File: config.mk
export PLATFORM = sky130hd
export DESIGN_NAME = segdisp_mux4
export DESIGN_NICKNAME = d
export VERILOG_FILES = /design/src/rtl/segdisp_pkg.sv /design/src/rtl/segdisp_timing.sv /design/src/rtl/segdisp_digit_sel.sv /design/src/rtl/segdisp_hexdec.sv /design/src/rtl/segdisp_mux4.sv
export SDC_FILE = /design/constraint.sdc
export NUM_CORES = 1
export LEC_CHECK = 0
export BUFFER_PORTS_ARGS = -buffer_cell sky130_fd_sc_hd__buf_2
export CAP_MARGIN = 20
export CORE_MARGIN = 2
export CORE_UTILIZATION = 57
export DETAILED_ROUTE_END_ITERATION = 12
export GPL_TIMING_DRIVEN = 0
export PLACE_DENSITY = 0.89
export SLEW_MARGIN = 20
export SYNTH_ARGS = -nofsm -noshare
export SYNTH_HDL_FRONTEND = slang
export SYNTH_SLANG_ARGS = --single-unit
export TNS_END_PERCENT = 50
File: constraint.sdc
create_clock -name clk -period 3.2 [get_ports clk]
set_clock_uncertainty 0.1 [all_clocks]
set_input_delay 0.32 -clock clk [delete_from_list [all_inputs] [get_ports clk]]
set_output_delay 0.32 -clock clk [all_outputs]
set_load 0.005 [all_outputs]
File: src/rtl/segdisp_pkg.sv
package segdisp_pkg;
    localparam int NDIG  = 4;
    localparam int SEL_W = $clog2(NDIG);

    typedef logic [3:0] nib_t;
    typedef logic [6:0] seg_t;

    localparam seg_t SEG_DARK = 7'b1111111;
endpackage

File: src/rtl/segdisp_timing.sv
module segdisp_timing
    import segdisp_pkg::*;
#(
    parameter int CNT_W = 17
) (
    input  logic [CNT_W-1:0] cnt_q,
    output logic [CNT_W-1:0] cnt_d,
    output logic [SEL_W-1:0] sel,
    output logic             slot_on
);
    localparam int SEL_LSB  = CNT_W - SEL_W;
    localparam int QUAL_LSB = SEL_LSB - 2;

    always_comb begin
        cnt_d   = cnt_q + CNT_W'(1);
        sel     = cnt_q[CNT_W-1:SEL_LSB];
        slot_on = (cnt_q[SEL_LSB-1:QUAL_LSB] == 2'b00);
    end
endmodule

File: src/rtl/segdisp_digit_sel.sv
module segdisp_digit_sel
    import segdisp_pkg::*;
(
    input  logic [NDIG-1:0][3:0] digits,
    input  logic [SEL_W-1:0]     sel,
    input  logic                 slot_on,
    output nib_t                 value,
    output logic [NDIG-1:0]      an_n
);
    assign value = digits[sel];

    for (genvar g = 0; g < NDIG; g++) begin : g_anode
        assign an_n[g] = !(slot_on && (sel == SEL_W'(g)));
    end
endmodule

File: src/rtl/segdisp_hexdec.sv
module segdisp_hexdec
    import segdisp_pkg::*;
(
    input  nib_t value,
    output seg_t seg_n
);
    always_comb begin
        unique case (value)
            4'h0: seg_n = 7'b1000000;
            4'h1: seg_n = 7'b1111001;
            4'h2: seg_n = 7'b0100100;
            4'h3: seg_n = 7'b0110000;
            4'h4: seg_n = 7'b0011001;
            4'h5: seg_n = 7'b0010010;
            4'h6: seg_n = 7'b0000010;
            4'h7: seg_n = 7'b1111000;
            4'h8: seg_n = 7'b0000000;
            4'h9: seg_n = 7'b0010000;
            4'hA: seg_n = 7'b0001000;
            4'hB: seg_n = 7'b0000011;
            4'hC: seg_n = 7'b1000110;
            4'hD: seg_n = 7'b0100001;
            4'hE: seg_n = 7'b0000110;
            default: seg_n = 7'b0001110;
        endcase
    end
endmodule

File: src/rtl/segdisp_mux4.sv
module segdisp_mux4
    import segdisp_pkg::*;
#(
    parameter int CNT_W = 17
) (
    input  logic       clk,
    input  logic       rst,
    input  logic [3:0] digit0,
    input  logic [3:0] digit1,
    input  logic [3:0] digit2,
    input  logic [3:0] digit3,
    output logic [3:0] anode_n,
    output logic [6:0] seg_n,
    output logic       dp_n
);
    typedef struct packed {
        logic [CNT_W-1:0] cnt;
        logic [NDIG-1:0]  an;
        seg_t             seg;
    } state_t;

    state_t st_d, st_q;

    logic [NDIG-1:0][3:0] digits;
    logic [CNT_W-1:0]     cnt_next;
    logic [SEL_W-1:0]     sel;
    logic                 slot_on;
    nib_t                 cur_val;
    logic [NDIG-1:0]      an_next;
    seg_t                 seg_next;
    logic [CNT_W-1:0]     cnt_q;

    assign digits = {digit3, digit2, digit1, digit0};
    assign cnt_q  = st_q.cnt;

    segdisp_timing #(.CNT_W(CNT_W)) u_timing (
        .cnt_q  (st_q.cnt),
        .cnt_d  (cnt_next),
        .sel    (sel),
        .slot_on(slot_on)
    );

    segdisp_digit_sel u_dsel (
        .digits (digits),
        .sel    (sel),
        .slot_on(slot_on),
        .value  (cur_val),
        .an_n   (an_next)
    );

    segdisp_hexdec u_dec (
        .value(cur_val),
        .seg_n(seg_next)
    );

    always_comb begin
        st_d = st_q;
        if (rst) begin
            st_d.cnt = '0;
            st_d.an  = '1;
            st_d.seg = SEG_DARK;
        end else begin
            st_d.cnt = cnt_next;
            st_d.an  = an_next;
            st_d.seg = seg_next;
        end
    end

    always_ff @(posedge clk) begin
        st_q <= st_d;
    end

    assign anode_n = st_q.an;
    assign seg_n   = st_q.seg;
    assign dp_n    = 1'b1;
endmodule

* Word level (Yosys, flattened, before mapping)
Memory sizes are Yosys's and may differ from the RTL's. A register that Yosys moved wholly into a read port is not among the register bits.
Cells that the tools add are included.
Widths: inputs -> output; s select.
** Word-level totals
- Register bits :: 21
- ROM bits :: 112
- Memories kept :: 1
- Output and inout port bits :: 12
- Bits of input ports :: 18
** Memory list
- (name not given) :: depth 16, bits a word 7, read ports 1, clocked after Yosys merged registers in 1, wr ports 0, RTL line segdisp_hexdec.sv:8 : unique case (value)
** Cells by class
- Eq/ne operators :: 3
- Reductions and logical operators :: 10
- Add/subtract/negate cells :: 1
- Multiplexer cells :: 2
- Order comparisons :: 1
** Operators by type and width (count)
- $add 17x1->17 const B :: 1
- $bmux 4 s2 :: 1
- $eq 2x2->1 const B :: 2
- $logic_and 1x1->1 :: 4
- $logic_not 1->1 :: 4
- $logic_not 2->1 :: 2
- $mux 4 :: 1
- $lt 2x3->1 const B :: 1
- $eq 2x1->1 const B :: 1

* Longest topological paths before layout
- Depth in word-level cells :: 3
- Mapped depth :: 7
- Depth with buffers taken out :: 6

* Hierarchy
Synthesis repeated with hierarchy kept, for this count alone.
** Second synthesis, totals
- Cell total of the unflattened synthesis :: 150
- Area, all modules :: 1542.7 um^2
** By module, submodules not included
- segdisp_mux4 :: cells each 60, area an instance 778.2 um^2, times used 1
- segdisp_timing :: cells each 48, area an instance 354.1 um^2, times used 1
- segdisp_hexdec :: cells each 32, area an instance 275.3 um^2, times used 1
- segdisp_digit_sel :: cells each 10, area an instance 135.1 um^2, times used 1

* Worst setup path before layout
OpenSTA, ideal clock, no wires.
- Path kind :: register to register
- Start point :: reg st_q, in the netlist cnt_q[15]
- End point :: reg, netlist name seg_n[0]
- Clock period less this slack :: 2034 ps
- Data arrival time :: 1815 ps
- Path buffers :: 1
- Data required time :: 2981 ps
- Path slack :: 1166 ps
- Stages on the path, launching flop included :: 7
- Cell sequence :: dfxtp_1 -> buf_6 -> mux4_1 -> ha_1 -> or3b_1 -> o221ai_2 -> nand2_1
** On the way
- Longest elaborated chain between the ends :: 2
** Ends and longest elaborated chain
- start, declared :: RTL line segdisp_mux4.sv:22 : state_t st_d, st_q;
- start signal, assigned :: RTL line segdisp_mux4.sv:70 : st_q <= st_d;
- $bmux 4 s2 :: RTL line segdisp_digit_sel.sv:10 : assign value = digits[sel];
- $mux 4 (not written as such) :: RTL line segdisp_digit_sel.sv:10
No other way between the ends. The select of a mux whose other input is x is not followed.
A chain may end at the register's enable or synchronous reset.

* Final worst setup path
- Start point :: reg st_q, in the netlist cnt_q[15]
- End point :: reg, netlist name seg_n[0]
** On the way
- Longest elaborated chain between the ends :: 2
** Ends and longest elaborated chain (RTL line)
- $bmux 4 s2 :: segdisp_digit_sel.sv:10
- $mux 4 (not written as such) :: segdisp_digit_sel.sv:10
No other way between the ends. The select of a mux whose other input is x is not followed.

==> impl_metrics.yaml <==
synth:
  synthArstFlopShare: 0
  synth_edf_count: 0
  synth_ff_type: "dfxtp_1"
  synth_compound_area_frac: 0.0793
  synthesis.area_um2: 1390
  synth_area_per_cell_um2: 9.58
  synth_nets: 170
  ys_ff_latch: 28
  synth_cells: 145
  synth_top_family_by_area: "simple AND/OR/NAND/NOR gates"
  ys.warnings.count: 0
  synth_xor_area_frac: 0.0757
  ys_seq_area_frac: 0.404
  muxShareOfSynthArea: 0.109
  synth_adder_area_share: 0.0631
  yosys.area_share.simple: 0.213
  synthDistinctLibCells: 34
clock_tree:
  cts_root_buf: "clkbuf_4"
  cts_resized: 0
  insertion_delay_ns: 0.34
  htreeDepth: 1
  cts_hold_buf: 0
  cts_buffer_depth: 2
  cts_tree: "yes"
  post-cts-setup-buffers: 0
  clkTransAtPathRegs_ns: 0.15
  clkSinkCount: 28
  numCtsBuffers: 3
grt:
  overflow: 0
  grt_use_met1: 0.261
  grt_first_pass_wirelength_um: 4490
  grtUsageTotal: 0.224
  grt_max_degree: 17
  top_usage_layer: "met2"
  grt_use_met2: 0.370
  met3_usage: 0.0424
  grt_pass1_vias: 1043
  grt_antenna_before_repair: 0
worst_setup_path:
  r2r_start: "cnt_q[15]"
  startpoint: "cnt_q[15]"
  crit_required_ns: 3.34
  worstSetupEndpointType: "flip-flop"
  critPathLaunchType: "flip-flop"
  crit_fanout: 9
  worstSetupPathType: "flip-flop to flip-flop"
  critPathArrivalTime_ns: 2.33
layout:
  syn2layout_area_growth_pct: 16.4
  drive_above_1_share: 0.237
  final_area_um2: 1620
  num_antenna_cells: 0
  final_nets: 203
  mostFrequentLayoutCells: "dfxtp_1 (28), buf_2 (28), nor2_1 (18), nand3_1 (11), nand2_1 (9)"
  fillCellCount: 178
route:
  vias: 1168
  wirelength_um: 2900
  initialDrtViolationCount: 32
  drc: 0
  wl_per_cell_um: 14.1
  ant_nets: 0
  drt_pre_antenna_iters: 4
  viasPerCell: 5.70
sta:
  finalMaxSlewViolations: 0
  setup_viol: 0
  grt_setup_unrepaired: "false"
  finalHoldViolCount: 0
  fin_crit_sh: 0.683
  fin_tns_setup_ns: 0
  min_period_ns: 2.19
  fmax_mhz: 457
placement:
  placed_area_um2: 1560
  io_buffer_count: 28
  place.gp.congestion: 0.792
  dpl.hpwl_um: 2200
floorplan:
  start_util: 0.616
  dieHeight_um: 53.4
  ios: 30
  design.die.area_um2: 2850
  dieWidth_um: 53.4
  placementRows: 17
  core-area_um2: 2250
min_path:
  worstHoldPathType: "input pin to flip-flop"
  hp-start: "rst"
outcome:
  outcome: "complete, no violations"
power_and_ir_drop:
  p_leak_nw: 0.649
  ir_drop_v: 0.000275
  powerDensity_nw_per_um2: 418
  finalPower_mw: 0.676
run:
  max_cap_viol_count: 0
[area by class of cell]
cell class                      instances  area, um^2  area share
Clock inverter                          1        30.0      0.0186
Tap cell                               28        35.0      0.0217
Multi-Input combinational cell        104         753       0.466
Clock buffer                            3        22.5      0.0139
Sequential cell                        28         561       0.347
Inverter                                4        15.0     0.00929
Timing Repair Buffer                   28         140      0.0867
Buffer                                  9        60.1      0.0372
[Yosys cell counts, types with 2 or more instances]
| cell type | count | area share |
|---|---|---|
| dfxtp_1 | 28 | 0.40 |
| nor2_1 | 18 | 0.049 |
| nand3_1 | 11 | 0.040 |
| nand2_1 | 9 | 0.024 |
| xor2_1 | 8 | 0.050 |
| ha_1 | 7 | 0.063 |
| nand4_1 | 6 | 0.027 |
| a21oi_1 | 5 | 0.018 |
| clkbuf_1 | 4 | 0.011 |
| inv_1 | 4 | 0.011 |
| o21ai_0 | 4 | 0.014 |
| xnor2_1 | 4 | 0.025 |
| buf_6 | 3 | 0.024 |
| mux2_2 | 3 | 0.024 |
| or3_1 | 3 | 0.014 |
| and3_1 | 2 | 0.0090 |
| and4_1 | 2 | 0.013 |
| mux2i_1 | 2 | 0.014 |
| mux4_1 | 2 | 0.038 |
| mux4_2 | 2 | 0.032 |
| nor3_1 | 2 | 0.0072 |
| nor4_1 | 2 | 0.0090 |
| o211ai_1 | 2 | 0.011 |
| o311ai_1 | 2 | 0.013 |
[registers in the layout, summed over array words and instances, names as in the netlist]
signal,count
seg_n,7
cnt_q,17
anode_n,4
[where the power goes]
group	internal (mW)	switching [mW]	leakage, nW	total (mW)
logic	0.0365	0.0378	0.392	0.0743
clock network	0.127	0.108	0.0279	0.235
registers	0.360	0.00596	0.229	0.366
[per-layer routing]
layer	wire length, um	vias up
met5	0	-
met4	52	0
met3	120	4
met2	1530	30
met1	1200	556
li1	-	578
[logic make-up after synthesis]
kind of cell    after synthesis
flops                        28
fa+ha+maj                     7
mux                           9
compound gates               16
xor+xnor                     12
simple gates                 59
other cells                   1
buf+inv                      13
[critical path, stage by stage, from the launching register on]
cell and delay [ns]:
dfxtp_1 0.36, buf_6 0.14, mux4_1 0.65, ha_1 0.29, or3b_1 0.40, o221ai_2 0.07
nand2_1 0.08
[worst paths after layout]
kind	end	slack, ns	cells after the start
worst max register to register	seg_n[0]	1.01	6
worst max-delay path	seg_n[0]	1.01	6
worst min-delay path	seg_n[3]	0.19	2
worst min register to register	cnt_q[0]	0.40	1
[through the flow]
step | setup slack [ns] | hold slack (ns) | util | std cells
2_1_floorplan | 1.17 | 0.341 | - | 145
3_3_place_gp | 1.08 | 0.365 | 0.694 | 201
3_5_place_dp | 1.04 | 0.367 | 0.694 | 201
4_1_cts | 1.01 | 0.173 | 0.717 | 205
5_1_grt | 0.946 | 0.182 | 0.717 | 205
6_report | 1.01 | 0.187 | 0.717 | 205
(Power assumes the default switching activity.)
